==> config.mk <==
export PLATFORM = sky130hd
export DESIGN_NAME = sar_readout
export DESIGN_NICKNAME = d
export VERILOG_FILES = /design/src/rtl/sar_rd_pkg.sv /design/src/rtl/sar_conv_timer.sv /design/src/rtl/sar_sclk_gen.sv /design/src/rtl/sar_bit_capture.sv /design/src/rtl/sar_readout.sv
export SDC_FILE = /design/constraint.sdc
export NUM_CORES = 1
export LEC_CHECK = 0
export BUFFER_PORTS_ARGS = -buffer_cell sky130_fd_sc_hd__buf_2
export CAP_MARGIN = 20
export CORE_MARGIN = 4
export CORE_UTILIZATION = 60
export CTS_BUF_LIST = sky130_fd_sc_hd__clkbuf_8
export CTS_CLUSTER_SIZE = 40
export DETAILED_ROUTE_END_ITERATION = 8
export PLACE_DENSITY_LB_ADDON = 0.12
export RECOVER_POWER = 50
export SLEW_MARGIN = 20
export SYNTH_ARGS = -nofsm -noshare
export SYNTH_HDL_FRONTEND = slang
export SYNTH_SLANG_ARGS = --single-unit
==> constraint.sdc <==
create_clock -name clk -period 2.65 [get_ports clk]
set_input_delay 0.53 -clock clk [delete_from_list [all_inputs] [get_ports clk]]
set_output_delay 0.53 -clock clk [all_outputs]
set_load 0.01 [all_outputs]
==> src/rtl/sar_rd_pkg.sv <==
package sar_rd_pkg;
  typedef enum logic [2:0] {
    S_IDLE  = 3'd0,
    S_HOLD  = 3'd1,
    S_WAIT  = 3'd2,
    S_SHIFT = 3'd3,
    S_FIN   = 3'd4
  } rd_state_t;
endpackage

==> src/rtl/sar_conv_timer.sv <==
module sar_conv_timer #(
  parameter int SEL_HOLD = 4,
  parameter int T_MIN    = 20,
  parameter int T_MAX    = 60
) (
  input  logic clk,
  input  logic rst,
  input  logic clr,
  output logic hold_done,
  output logic min_ok,
  output logic expired
);
  localparam int CW = $clog2(T_MAX + 1) + 1;

  logic [CW-1:0] cnt;

  // Counts cycles since the convert line rose; saturates at T_MAX.
  always_ff @(posedge clk) begin
    if (rst || clr) begin
      cnt <= '0;
    end else if (cnt != CW'(T_MAX)) begin
      cnt <= cnt + 1'b1;
    end
  end

  assign hold_done = (cnt == CW'(SEL_HOLD - 1));
  assign min_ok    = (cnt >= CW'(T_MIN));
  assign expired   = (cnt == CW'(T_MAX));
endmodule

==> src/rtl/sar_sclk_gen.sv <==
module sar_sclk_gen #(
  parameter int HALF_CYC = 2
) (
  input  logic clk,
  input  logic rst,
  input  logic run,
  output logic sclk,
  output logic ph_end
);
  localparam int PW = (HALF_CYC > 1) ? $clog2(HALF_CYC) : 1;

  logic [PW-1:0] ph;

  // Starts low; each level lasts HALF_CYC cycles while run is high.
  always_ff @(posedge clk) begin
    if (rst || !run) begin
      ph   <= '0;
      sclk <= 1'b0;
    end else if (ph == PW'(HALF_CYC - 1)) begin
      ph   <= '0;
      sclk <= ~sclk;
    end else begin
      ph <= ph + 1'b1;
    end
  end

  assign ph_end = (ph == PW'(HALF_CYC - 1));
endmodule

==> src/rtl/sar_bit_capture.sv <==
module sar_bit_capture #(
  parameter int NBITS      = 18,
  parameter int EXTRA_EDGE = 1
) (
  input  logic             clk,
  input  logic             rst,
  input  logic             clr,
  input  logic             smp,
  input  logic             fall,
  input  logic             sdo,
  output logic [NBITS-1:0] word,
  output logic             done
);
  localparam int FW = $clog2(NBITS + 2);

  logic [FW-1:0]    fc;
  logic [NBITS-1:0] sr;
  logic             take;

  always_ff @(posedge clk) begin
    if (rst || clr) begin
      fc <= '0;
    end else if (fall) begin
      fc <= fc + 1'b1;
    end
  end

  // One sample per low phase that follows a falling edge.
  assign take = smp && (fc != '0) && (fc <= FW'(NBITS));

  always_ff @(posedge clk) begin
    if (rst || clr) begin
      sr <= '0;
    end else if (take) begin
      sr <= {sr[NBITS-2:0], sdo};
    end
  end

  generate
    if (EXTRA_EDGE != 0) begin : g_tail_edge
      assign done = fall && (fc == FW'(NBITS));
    end else begin : g_no_tail
      assign done = smp && (fc == FW'(NBITS));
    end
  endgenerate

  assign word = sr;
endmodule

==> src/rtl/sar_readout.sv <==
module sar_readout
  import sar_rd_pkg::*;
#(
  parameter int NBITS      = 18,
  parameter int HALF_CYC   = 2,
  parameter int SEL_HOLD   = 4,
  parameter int T_MIN      = 20,
  parameter int T_MAX      = 60,
  parameter int EXTRA_EDGE = 1
) (
  input  logic             clk,
  input  logic             rst,
  input  logic             start_i,
  input  logic             sdo_i,
  output logic             conv_o,
  output logic             sel_o,
  output logic             sclk_o,
  output logic [NBITS-1:0] data_o,
  output logic             valid_o,
  output logic             err_o
);
  rd_state_t        state;
  logic             timed_out;
  logic             launch;
  logic             hold_done, min_ok, expired;
  logic             sclk, ph_end;
  logic             in_shift, fall, smp, run, done;
  logic [NBITS-1:0] word;

  assign launch   = (state == S_IDLE) && start_i;
  assign in_shift = (state == S_SHIFT);
  assign fall     = in_shift && sclk && ph_end;
  assign smp      = in_shift && !sclk && ph_end;
  assign run      = in_shift && !done;

  sar_conv_timer #(
    .SEL_HOLD(SEL_HOLD), .T_MIN(T_MIN), .T_MAX(T_MAX)
  ) u_timer (
    .clk(clk), .rst(rst), .clr(launch),
    .hold_done(hold_done), .min_ok(min_ok), .expired(expired)
  );

  sar_sclk_gen #(.HALF_CYC(HALF_CYC)) u_sclk (
    .clk(clk), .rst(rst), .run(run), .sclk(sclk), .ph_end(ph_end)
  );

  sar_bit_capture #(.NBITS(NBITS), .EXTRA_EDGE(EXTRA_EDGE)) u_cap (
    .clk(clk), .rst(rst), .clr(launch), .smp(smp), .fall(fall),
    .sdo(sdo_i), .word(word), .done(done)
  );

  assign sclk_o = sclk;

  always_ff @(posedge clk) begin
    if (rst) begin
      state     <= S_IDLE;
      conv_o    <= 1'b0;
      sel_o     <= 1'b1;
      valid_o   <= 1'b0;
      err_o     <= 1'b0;
      timed_out <= 1'b0;
      data_o    <= '0;
    end else begin
      valid_o <= 1'b0;
      unique case (state)
        S_IDLE: begin
          if (start_i) begin
            conv_o <= 1'b1;
            sel_o  <= 1'b1;
            err_o  <= 1'b0;
            state  <= S_HOLD;
          end
        end
        S_HOLD: begin
          if (hold_done) begin
            sel_o <= 1'b0;
            state <= S_WAIT;
          end
        end
        S_WAIT: begin
          if (min_ok && !sdo_i) begin
            state <= S_SHIFT;
          end else if (expired) begin
            timed_out <= 1'b1;
            state     <= S_FIN;
          end
        end
        S_SHIFT: begin
          if (done) state <= S_FIN;
        end
        S_FIN: begin
          conv_o    <= 1'b0;
          sel_o     <= 1'b1;
          valid_o   <= !timed_out;
          err_o     <= timed_out;
          timed_out <= 1'b0;
          if (!timed_out) data_o <= word;
          state <= S_IDLE;
        end
        default: state <= S_IDLE;
      endcase
    end
  end
endmodule

==> impl_results.md, run 1 <==
- Status: finished, final reports clean
- Crit path from: u_timer.cnt[1]
- Fmax: 507.0 MHz
- Seq/Total Area, Yosys: 49.52%
- Worst Path Required: 2.90 ns
- Via Count: 1,732
- Startpoint Class: flip-flop
- Setup Skew: 0.005492 ns
- Kind of critical path: flip-flop to flip-flop
- Initial antenna violation count: 0
- Relative slew slack: 48.65%
- Share of cells above drive strength 1: 10.57%
- Yosys warns: 0
- Post-layout util: 71.58%
- Root Buffer: clkbuf_8
- Maximum clock insertion buffer count: 2
- Leading cell types in the layout, fill and taps excluded: dfxtp_1, nand2_1, clkbuf_1
- Residual DRC: 0
- Simple-Gate Fraction of Synth Area: 18.30%
- EDFF count, synth: 0
- Synth Area in Adders: 2.668%
- Slew Limit Fails: 0
- Hold Path Class: flip-flop to flip-flop
- Final Hold Vio Count: 0
- Period utilization: 74.43%
- Post-route cell area: 2660 µm²
- Gp weighted congestion: 0.8360
- Max Cap Viol: 0
- Initial Util: 63.10%
- R2R setup slack: 0.68 ns
- I/O Buffers: 26
- H-tree levels: 3
- Post-DP Area: 2511 µm²
- Leakage: 0.9550 nW
- Ys async rst share: 0%
- Synth Area in Compound Gates: 15.05%
- WL per Instance: 13.72 µm
- Grt total ovfl: 0
- Drt first pass iters: 4
- Synth top area cells: dfxtp_1, mux2i_1, a22o_1
- CP Cell Sequence: ha_1, or4b_1, or4b_1, nand4_2, nor4b_4
- Synth unique cells: 47
- Die ar.: 4972 µm²
- Largest net degree at the start of global routing: 20
- Unrepaired setup endpoints after global routing: false
- Multiplexer share of the synthesized area: 7.684%
- Aggregate global-route resource usage: 18.86%
- Nets@finish: 269
- Core area: 3716 µm²
- Cell Area, Synth: 2345 µm²
- Worst reg2reg startpoint: u_timer.cnt[1]
- Worst setup endpoint: state[2]
- Worst-path clk slew: 0.07 ns
- WP data arrival: 2.22 ns
- Vias in the first global route: 1,631
- Drt total wl: 4.295 mm
- Crit end category: flip-flop
- Final non-filler cell total: 313
- Crit-path leading delay family: simple AND/OR/NAND/NOR gates
- Syn nets: 240
- Setup TNS: 0 ns
- RR Endpoint: state[2]
- Die W: 70.52 µm
- Synth Flop Type: dfxtp_1
- Inserted Clock Buffers: 9
- Routed Antenna Nets: 0
- Synthesis-stage register bit count: 58
- Placed Cells: 297
- Yosys top cell area share: 49.52%
- CP dominant cell by count: or4b_1
- Num ports: 27
- CP bufs+invs: 0
- Setup violations, final: 0
- Die Span Y: 70.52 µm
- Cts hold-fix bufs: 0
- Synth area leader: dfxtp_1
- Post-synthesis xor/xnor area fraction: 3.735%
- Post-CTS Resized: 0
- Worst path slowest cell: or4b_1
- Crit path depth: 5
- Fillers: 304
- PD cells: 701.4 nW/µm²
- Via density: 5.534
- R2R cell count: 5
- Largest family of logic cells by synthesized area: simple AND/OR/NAND/NOR gates
- Antenna Cells: 0
- Clk Latency, worst-skew pair: 0.34 ns
- First-pass GRT wire length: 7.403 mm
- Period minus WS final: 1.972 ns
- CP max stage delay: 0.50 ns
- CTS tree: built
- Synthesized instance count: 231
- Clock Sinks: 58
- Worst-margin pin slew: 0.7694 ns
- CP max FO: 4
- Commonest non-fill, non-tap cell in the layout: dfxtp_1
- 1st-iter DRT viols: 117
- Post-Syn Area per Cell: 10.15 µm²
- FP Rows: 22
- Area Growth Syn to Fin: 13.45%
- HPWL after detailed placement: 2.923 mm
- Postcts setup bufs: 0
- Max rail drop VDD: 0.3559 mV
cell families after synthesis:
group           after synthesis
compound gates               48
simple gates                 76
mux                          18
fa+ha+maj                     5
flops                        58
xor+xnor                     10
buf+inv                      16
metrics by stage:
step                      total power, W  hold slack [ns]  worst slack (ns)
final                           0.001866           0.4600            0.6775
after global placement          0.001123           0.4440            0.7405
after global routing            0.001951           0.4900            0.5456
after floorplan                 0.001084           0.4344            0.7787
after detailed placement        0.001127           0.4503            0.7017
after CTS                       0.001886           0.4654            0.6881
registers in the layout (all words and copies together) (netlist names):
signal	count
conv_o	1
data_o	18
err_o	1
sel_o	1
state	3
timed_out	1
u_cap.fc	5
u_cap.word	18
u_sclk.ph_end	1
u_sclk.sclk	1
u_timer.cnt	7
valid_o	1
layer usage:
| metal | vias up | track usage [%] | routed length (µm) |
|---|---|---|---|
| met4 | 0 | 10.85 | 87 |
| met2 | 36 | 28.38 | 1984 |
| met5 | - | 0 | 0 |
| met3 | 11 | 6.475 | 208 |
| li1 | 887 | - | - |
| met1 | 798 | 23.43 | 2014 |
how the worst min path moves through the flow:
stage	start	to	slack, ns	cells after the start
floorplan	u_cap.word[17]	u_cap.word[17]	0.43	2
global placement	u_cap.word[17]	u_cap.word[17]	0.44	2
detailed placement	u_cap.word[9]	data_o[9]	0.45	1
CTS	u_cap.word[9]	data_o[9]	0.47	1
global route	u_cap.word[9]	data_o[9]	0.49	1
finish	u_cap.word[1]	data_o[1]	0.46	1
cells in the mapped netlist (2+ instances only):
cell type / number
nand3_1: 4
and2_1: 3
o21bai_1: 2
and3b_1: 2
ha_1: 5
nor2_1: 16
nand4_1: 3
dfxtp_1: 58
nand2_1: 27
xnor2_1: 5
nand3b_1: 2
nor2b_1: 2
a22o_1: 18
o31ai_1: 2
clkbuf_1: 4
mux2i_1: 18
o21ai_0: 4
a21oi_1: 13
xor2_1: 5
a221oi_1: 2
buf_2: 6
inv_1: 5
cell type report:
class                   instances  area, µm²  area share, %
flip-flops and latches         58       1161          43.65
multi-input cells             157       1115          41.91
clock buffers                   9      123.9          4.657
repair buffers                 29      120.1          4.516
clock inverters                 7      61.31          2.305
well taps                      48      60.06          2.258
inverters                       5      18.77         0.7056
power breakdown:
group	leakage (nW)	internal, W	switching (W)
Combinational	0.387	0.0000680	0.000106
Clock	0.100	0.000423	0.000338
Sequential	0.468	0.000892	0.0000385
Note: power is estimated with default switching activity, not from simulation.
==> inputs of run 2 (changes only) <==
- ABC_AREA: default -> 1
- CORE_UTILIZATION: 60 -> 54
- clock period: 2.65 -> 1.6 ns (I/O delays scaled with it)
==> run 2 against run 1 <==
Sequential power grew 71%. Critical path depth increased by 4. Non-clock buffer count increased by 5. Synthesized cell count grew 30%. Clock-buffer cell count up 1. Critical path type unchanged. Critical endpoint is now u_cap.word[14]. Largest power group unchanged.
==> impl_results.md, run 2 <==
- Seq/Total Area, Yosys: 49.49%
- CP max FO: 8
- Setup TNS: 0 ns
- Post-DP Area: 2500 µm²
- Nets@finish: 345
- Final WS setup: 0.1525 ns
- Leading cell types in the layout, fill and taps excluded: dfxtp_1, nand2_1, nor2_1
- Root Buffer: clkbuf_8
- Drt total wl: 4.621 mm
- Hold Path End: conv_o
- Cell Area, Synth: 2346 µm²
- Hold_sp: rst
- Most common cell in the netlist: dfxtp_1
- Commonest non-fill, non-tap cell in the layout: dfxtp_1
- Vias in the first global route: 1,729
- Crit end category: flip-flop
- RR Endpoint: u_cap.word[14]
- Post-layout util: 66.66%
- Setup violations, final: 0
- CTS tree: built
- Largest family of logic cells by synthesized area: simple AND/OR/NAND/NOR gates
- Final Hold Vio Count: 0
- Worst Path Required: 1.82 ns
- Share of cells above drive strength 1: 12.61%
- Period utilization: 90.47%
- Worst-path clk slew: 0.07 ns
- Die ar.: 5463 µm²
- Met3 Track Usage GR: 7.798%
- Via density: 5.015
- Switch share: 28.60%
- WL per Instance: 11.82 µm
- Synthesis-stage register bit count: 58
- Yosys top cell area share: 49.49%
- Aggregate global-route resource usage: 18.74%
- PD cells: 1355 nW/µm²
- Worst-margin pin slew: 0.4823 ns
- Routed Antenna Nets: 0
- Synth unique cells: 26
- Initial Util: 57.41%
- Synth Flop Type: dfxtp_1
- WP data arrival: 1.67 ns
- Area Growth Syn to Fin: 16.11%
- Relative slew slack: 67.60%
- Synth Area in Adders: 2.667%
- Final non-filler cell total: 391
- CP max stage delay: 0.38 ns
- Power share of the clock group: 40.1%
- Slew Limit Fails: 0
- Period minus WS final: 1.448 ns
- Initial antenna violation count: 0
- Cts hold-fix bufs: 0
- Worst path slowest cell: dfxtp_1
- Leakage: 1.108 nW
- Met1 usage: 24.81%
- Residual DRC: 0
- Comb pwr share: 16.9%
- Post-place setup slack: 0.02026 ns
- Clk Latency, worst-skew pair: 0.34 ns
- Simple-Gate Fraction of Synth Area: 25.07%
- Sequential Power Share: 43.0%
- Unrepaired setup endpoints after global routing: false
- Synthesized instance count: 300
- R2R cell count: 9
- Max Cap Viol: 0
- Status: finished, final reports clean
- Clock Sinks: 58
- Fmax: 690.8 MHz
- Setup Skew: 0.006996 ns
- EDFF count, synth: 0
- 1st-iter DRT viols: 102
- Drt first pass iters: 4
- Synth cell count leaders: dfxtp_1, nand2_1, nor2_1, o21ai_0
- Grt total ovfl: 0
- First-pass GRT wire length: 7.714 mm
- Antenna Cells: 0
- Startpoint Class: flip-flop
- Cells on Worst Hold Path: 2
- R2R setup slack: 0.15 ns
- Synth Area in Compound Gates: 12.53%
- Placed Cells: 371
- GRT busiest layer: met2
- Multiplexer share of the synthesized area: 0%
- Num ports: 27
- Worst reg2reg startpoint: u_cap.fc[1]
- FP Rows: 23
- Synth top area cells: dfxtp_1, nand2_1, o21ai_0
- CP Cell Sequence: inv_1, ha_1, nand2_1, nor2_1, nor2_2, nand2_4, buf_4, o21ai_0, a21oi_1
- Die W: 73.91 µm
- Largest net degree at the start of global routing: 25
- Via Count: 1,961
- Hold Path Class: input pin to flip-flop
- Internal: 0.002635 W
- Post-synthesis xor/xnor area fraction: 1.867%
- Met2 Track Usage GR: 27.26%
- Maximum clock insertion buffer count: 2
- HPWL after detailed placement: 3.081 mm
- H-tree levels: 3
- Max rail drop VDD: 0.9567 mV
- Gp weighted congestion: 0.8344
- Synth area leader: dfxtp_1
- Post-route cell area: 2724 µm²
- Syn nets: 309
- Core area: 4086 µm²
- Ys async rst share: 0%
- I/O Buffers: 26
- Post-Syn Area per Cell: 7.820 µm²
- Inserted Clock Buffers: 9
- Die Span Y: 73.91 µm
- Yosys warns: 0
- Psw: 0.001056 W
- Kind of critical path: flip-flop to flip-flop
## run 2: cell type report
class	count	area (µm²)
Sequential cell	58	1161
Clock buffer	10	137.6
Inverter	34	127.6
Timing Repair Buffer	34	161.4
Fill cell	372	1363
Clock inverter	6	81.33
Tap cell	50	62.56
Multi-Input combinational cell	199	992.2
## run 2: metal layers
metal,routed length (µm),vias up
li1,-,1047
met3,247,5
met2,2014,34
met1,2314,875
met5,0,-
met4,45,0
## run 2: critical path: cells and delay by family (launching register included)
| family | cells | cell delay, ns |
|---|---|---|
| compound gates | 2 | 0.20 |
| fa+ha+maj | 1 | 0.18 |
| buf+inv | 2 | 0.23 |
| flops | 1 | 0.38 |
| simple gates | 4 | 0.35 |
## run 2: worst max path at each step
stage	start	endpoint	slack [ns]	cells past startpoint
floorplan	u_cap.fc[0]	u_cap.word[10]	0.24	9
global placement	u_cap.fc[0]	u_cap.word[16]	0.07	8
detailed placement	u_cap.fc[1]	u_cap.word[1]	0.02	9
CTS	u_cap.fc[1]	u_cap.word[1]	0.007	9
global route	u_cap.fc[0]	u_cap.word[1]	0.005	8
finish	u_cap.fc[1]	u_cap.word[14]	0.15	9
## run 2: per-stage QoR
stage                     power (W)  hold WS [ns]
final                      0.003691        0.2477
after global routing       0.003899        0.2480
after detailed placement   0.002246        0.4503
after CTS                  0.003727        0.2336
after global placement     0.002238        0.4470
after floorplan            0.002101        0.3891
## run 2: power by group through the flow
stage | logic [W] | registers (W) | clock network, W
2_1_floorplan | 0.000480 | 0.00162 | 0
3_3_place_gp | 0.000624 | 0.00161 | 0
3_5_place_dp | 0.000629 | 0.00162 | 0
4_1_cts | 0.000634 | 0.00159 | 0.00151
5_1_grt | 0.000729 | 0.00159 | 0.00158
6_report | 0.000624 | 0.00159 | 0.00148
## run 2: cell families (layout without fill, tap and decap cells)
group / count (synthesis) / in the layout
compound gates: 58 / 58
xor+xnor: 5 / 5
fa+ha+maj: 5 / 5
buf+inv: 43 / 84
flops: 58 / 58
simple gates: 131 / 131
## run 2: repair_timing
item | CTS | global route
gates resized for setup | 0 | 7
setup buffers | 0 | 4
setup endpoints to repair | 0 | 16
